$ cat config.mk
export PLATFORM = sky130hd
export DESIGN_NAME = dcsr_top
export DESIGN_NICKNAME = d
export VERILOG_FILES = /design/src/rtl/dcsr_pkg.sv /design/src/rtl/dcsr_sync.sv /design/src/rtl/dcsr_clk_sel.sv /design/src/rtl/dcsr_core.sv /design/src/rtl/dcsr_top.sv
export SDC_FILE = /design/constraint.sdc
export NUM_CORES = 1
export LEC_CHECK = 0
export ABC_AREA = 1
export ABC_CLOCK_PERIOD_IN_PS = 2000
export CAP_MARGIN = 20
export CORE_MARGIN = 2
export CORE_UTILIZATION = 40
export DETAILED_ROUTE_END_ITERATION = 10
export PLACE_DENSITY = 0.73
export SLEW_MARGIN = 20
export SYNTH_ARGS = -nofsm -noshare
export SYNTH_HDL_FRONTEND = slang
export SYNTH_SLANG_ARGS = --single-unit
$ cat constraint.sdc
create_clock -name clk -period 2 [get_ports clk]
set_clock_uncertainty 0.05 [all_clocks]
set_input_delay 0.5 -clock clk [delete_from_list [all_inputs] [get_ports clk]]
set_output_delay 0.5 -clock clk [all_outputs]
set_load 0.02 [all_outputs]
$ cat src/rtl/dcsr_pkg.sv
package dcsr_pkg;
  typedef enum logic {
    MODE_SHIFT = 1'b0,
    MODE_LOAD  = 1'b1
  } mode_e;
endpackage

$ cat src/rtl/dcsr_sync.sv
module dcsr_sync #(
  parameter int W      = 1,
  parameter int STAGES = 2
) (
  input  logic         clk,
  input  logic         rst_n,
  input  logic [W-1:0] d,
  output logic [W-1:0] q
);
  logic [STAGES-1:0][W-1:0] stg_r, stg_nxt;

  generate
    if (STAGES == 1) begin : g_one
      always_comb stg_nxt = d;
    end else begin : g_many
      always_comb stg_nxt = {stg_r[STAGES-2:0], d};
    end
  endgenerate

  always_ff @(posedge clk or negedge rst_n) begin
    if (!rst_n) stg_r <= '0;
    else        stg_r <= stg_nxt;
  end

  assign q = stg_r[STAGES-1];
endmodule

$ cat src/rtl/dcsr_clk_sel.sv
module dcsr_clk_sel
  import dcsr_pkg::*;
(
  input  logic  clk,
  input  logic  rst_n,
  input  mode_e mode_s,
  input  logic  sclk_s,
  input  logic  lclk_s,
  output logic  xfer
);
  logic eff_now;
  logic eff_prev_r;

  always_comb eff_now = (mode_s == MODE_LOAD) ? lclk_s : sclk_s;

  always_ff @(posedge clk or negedge rst_n) begin
    if (!rst_n) eff_prev_r <= 1'b0;
    else        eff_prev_r <= eff_now;
  end

  assign xfer = eff_prev_r & ~eff_now;
endmodule

$ cat src/rtl/dcsr_core.sv
module dcsr_core
  import dcsr_pkg::*;
#(
  parameter int WIDTH = 4
) (
  input  logic             clk,
  input  logic             rst_n,
  input  logic             xfer,
  input  mode_e            mode_s,
  input  logic             ser_s,
  input  logic [WIDTH-1:0] par_s,
  output logic [WIDTH-1:0] q
);
  logic [WIDTH-1:0] q_r, q_nxt;

  always_comb begin
    q_nxt = q_r;
    if (xfer) begin
      if (mode_s == MODE_LOAD) q_nxt = par_s;
      else                     q_nxt = {q_r[WIDTH-2:0], ser_s};
    end
  end

  always_ff @(posedge clk or negedge rst_n) begin
    if (!rst_n) q_r <= '0;
    else        q_r <= q_nxt;
  end

  assign q = q_r;
endmodule

$ cat src/rtl/dcsr_top.sv
module dcsr_top
  import dcsr_pkg::*;
#(
  parameter int WIDTH       = 4,
  parameter int SYNC_STAGES = 2
) (
  input  logic             clk,
  input  logic             rst_n,
  input  logic             sel_load,
  input  logic             shift_clk,
  input  logic             load_clk,
  input  logic             ser_in,
  input  logic [WIDTH-1:0] par_in,
  output logic [WIDTH-1:0] q_out
);
  localparam int SW       = WIDTH + 4;
  localparam int B_SER    = WIDTH;
  localparam int B_LCLK   = WIDTH + 1;
  localparam int B_SCLK   = WIDTH + 2;
  localparam int B_MODE   = WIDTH + 3;

  logic [SW-1:0]    raw_bus, sync_bus;
  mode_e            mode_s;
  logic             ser_s;
  logic [WIDTH-1:0] par_s;
  logic             xfer;

  assign raw_bus = {sel_load, shift_clk, load_clk, ser_in, par_in};

  dcsr_sync #(.W(SW), .STAGES(SYNC_STAGES)) u_sync (
    .clk   (clk),
    .rst_n (rst_n),
    .d     (raw_bus),
    .q     (sync_bus)
  );

  assign mode_s = mode_e'(sync_bus[B_MODE]);
  assign ser_s  = sync_bus[B_SER];
  assign par_s  = sync_bus[WIDTH-1:0];

  dcsr_clk_sel u_sel (
    .clk    (clk),
    .rst_n  (rst_n),
    .mode_s (mode_s),
    .sclk_s (sync_bus[B_SCLK]),
    .lclk_s (sync_bus[B_LCLK]),
    .xfer   (xfer)
  );

  dcsr_core #(.WIDTH(WIDTH)) u_core (
    .clk    (clk),
    .rst_n  (rst_n),
    .xfer   (xfer),
    .mode_s (mode_s),
    .ser_s  (ser_s),
    .par_s  (par_s),
    .q      (q_out)
  );
endmodule

=== Word-level counts from Yosys, hierarchy flattened ===
Cells that the tools add are included.

* Register bits after elaboration: 21
* Latch bits: 0
* Bits in writable memories: 0
* Memory bits (read-only): 0
* Input port bits: 10
* Output and inout bits: 4
* Logic and storage cells: 8
* Memories kept: 0

* Add/subtract/negate cells: 0
* Multiply operators: 0
* Divide/modulo/power cells: 0
* $lt $le $gt $ge: 0
* Equality and inequality tests: 0
* Shift-type cells: 0
* Multiplexer cells: 2
* Bitwise operators: 2
* Reduce and logical (&&, ||, !) cells: 0

{| class="wikitable"
|+ Operators with widths
! kind !! count
|-
| 4-bit two-way mux || 1
|-
| 1-bit bitwise AND || 1
|-
| 1-bit two-way mux || 1
|-
| 1-bit inverter || 1
|}

=== Logic depth before layout (Yosys ltp) ===
* Word-level depth: 3
* Mapped depth: 5
* Gate-level depth less buffers: 5

=== Hierarchy ===
A second synthesis with hierarchy kept.

* Cell total of the unflattened synthesis: 57
* Area, all modules: 673.1 µm²

{| class="wikitable"
|+ By module, submodules not included
! module !! instances !! cells an instance !! area an instance (µm²) !! seq. area each (µm²)
|-
| dcsr_sync || 1 || 16 || 400.4 || 400.4
|-
| dcsr_core || 1 || 34 || 217.7 || 100.1
|-
| dcsr_clk_sel || 1 || 7 || 55.1 || 25.0
|}

=== Least setup slack after synthesis ===
OpenSTA, ideal clock, no wires.

* Path type: reg2out
* Start: reg u_core.q_r[0], in the netlist u_core.q[0]
* End: out q_out[0]
* Arrival time: 0.437 ns
* Path slack: 1.013 ns
* Cell stages (with the launch flop): 1
* Buffers on the path: 0
* Cells stage by stage: dfrtp_1

{| class="wikitable"
|+ RTL lines
! element !! line !! text
|-
| from (decl) || dcsr_core.sv:14 || <nowiki>logic [WIDTH-1:0] q_r, q_nxt;</nowiki>
|-
| from (signal assigned) || dcsr_core.sv:26 || <nowiki>else q_r <= q_nxt;</nowiki>
|-
| to (decl) || dcsr_top.sv:14 || <nowiki>output logic [WIDTH-1:0] q_out</nowiki>
|}

No word-level cell between the ends.

=== Final worst setup path ===
* Start: reg u_core.q_r[1], in the netlist u_core.q[1]
* End: out q_out[1]

No word-level cell between the ends.

==> results.toml <==
[timing]
worstMarginPinSlew_ns = 0.2510
tns_ns = 0
fmax_ghz = 0.5484
setup_viol = 0
drv_slew = 0
rsz0062_at_grt = "false"
slew-limit-headroom_pct = 83.27
fin_crit_sh_pct = 91.18
hold_violations = 0
period_needed_ns = 1.824

[min_path]
min_path_type = "reg2reg"

[layout]
final_cell_mix = "nand2_1, dfrtp_1, clkdlybuf4s50_1, nand3_1"
num-fill-cells = 134
stdcell_count = 89
antennaDiodeCount = 0
final_common_cell = "nand2_1"
fin_area_sq_um = 855.8
area_growth_pct = 27.37
drive_gt1_share_pct = 12.33
finalNetCount = 84
post-route-util_pct = 55.52

[synth]
ys.warnings.count = 0
synth_area_per_cell_sq_um = 12.22
ys_seq_area_share_pct = 78.21
syn_inst = 55
synth_nets = 65
synth.ff_latch_count = 21
syn_area_sq_um = 671.9
synth_cell_types = 7

[placed_design]
io_buffer_count = 13
dp.cells = 85
gp_congestion = 0.8080
place_area_sq_um = 829.5

[setup_path]
arrival_ns = 1.27
r2r_slack_ns = 0.96
crit_end = "q_out[1]"
crit_start = "u_core.q[1]"
path_delay_family = "buffers and inverters"
cp_cell_sequence = "clkdlybuf4s50_1"
worstRegToRegCells = 5
cp_num_cells = 1
path_class = "reg2out"
slowest_delay_ns = 0.61
rr_startpoint = "u_sync.q[7]"
path_buf_inv = 1
worst-path-max-fanout = 3
start_kind = "flop"
r2r-end = "u_core.q[0]"
cp.required_ns = 1.45
cp_slowest_cell = "clkdlybuf4s50_1"
endpoint_kind = "output port"

[flow_run]
drv_cap = 0

[floorplan]
die_w_um = 44.99
die_h_um = 44.99
num_rows = 14
core_area_sq_um = 1541
start_util_pct = 43.59
fp.dieArea_sq_um = 2024
pin_count = 14

[clock_tree]
clk_pin_slew_worst_paths_ns = 0.10
cts_buffer_depth = 2
hold_buffers = 0
cts_made_buffers = 3
root_buffer = "clkbuf_4"
cts_resized = 0
worstSkewPairLatency_ns = 0.29
clkSinkCount = 21
post_cts_buffers = 0
cts_max_level = 1
cts_tree = "yes"

[drt]
avgViaCountPerCell = 4.483
wl_per_cell_um = 9.562
drtIter0Drc = 0
via_count = 399
ant_nets = 0
drc = 0
drt_pass1_iterations = 1
wl_um = 851

[outcome]
status = "finished clean"

[grt]
grt.total_usage_pct = 10.14
grt_overflow_total = 0
antenna_found_initial = 0
grt_max_degree = 22
grt_pass1_vias = 390
grt_first_pass_wirelength_um = 1455

[power]
p_leak_nw = 0.4248
ir_drop_uv = 443.3
power_density_nw_per_um2 = 888.9
## where the power goes
group / internal (mW) / total [mW] / leakage, nW / switching [mW]
logic: 0.0519 / 0.103 / 0.160 / 0.0508
clock network: 0.0774 / 0.186 / 0.0150 / 0.108
registers: 0.455 / 0.472 / 0.250 / 0.0173
total: 0.585 / 0.761 / 0.425 / 0.176
## per-layer routing
metal / vias to the layer above / track usage (%) / share of wire (%)
met1: 188 / 10.87 / 40
met5: - / 0 / 0
li1: 202 / - / -
met2: 9 / 18.29 / 55
met4: 0 / 5.294 / 0
met3: 0 / 2.400 / 5.1
## Yosys cell counts
library cell	instances	area share, %
dfrtp_1	21	78
inv_2	1	0.56
nand3_2	1	1.5
nand3_1	4	3.0
nand2_1	22	12
nand2_2	3	2.8
inv_1	3	1.7
## sequential cells by signal (all words and copies together), names as in the netlist
signal	cells
u_sync.stg_nxt	8
u_sel.eff_prev_r	1
u_core.q	4
u_sync.q	8
## cells by family (layout without fill, tap and decap cells)
group | Yosys count | after routing | synth area share (%)
buf+inv | 4 | 22 | 2.234
flops | 21 | 21 | 78.21
simple gates | 30 | 30 | 19.55
## how the worst min path moves through the flow
stage / from / end / slack, ns / cells past startpoint
2_1_floorplan: rst_n / u_core.q[0] / 0.15 / 0
3_3_place_gp: u_sync.stg_nxt[11] / u_sync.q[3] / 0.28 / 0
3_5_place_dp: u_sync.stg_nxt[13] / u_sync.q[5] / 0.28 / 0
4_1_cts: u_sync.stg_nxt[13] / u_sync.q[5] / 0.31 / 0
5_1_grt: u_sync.stg_nxt[8] / u_sync.q[0] / 0.32 / 0
6_report: u_sync.stg_nxt[9] / u_sync.q[1] / 0.30 / 0
## through the flow
stage,setup slack [ns],hold slack (ns),power (mW)
3_5_place_dp,0.4912,0.2847,0.5863
4_1_cts,0.1547,0.3076,0.7713
5_1_grt,0.1082,0.3200,0.8052
2_1_floorplan,1.013,0.1544,0.5242
6_report,0.1764,0.3036,0.7608
3_3_place_gp,0.5071,0.2829,0.5828
## cell type report
class	instances	area [sq um]	share of cell area (%)
clock buffers	4	26.28	3.070
inverters	4	15.01	1.754
multi-input cells	30	131.4	15.35
flip-flops and latches	21	525.5	61.40
well taps	16	20.02	2.339
repair buffers	14	137.6	16.08
Power figures use the tool's default switching activity.
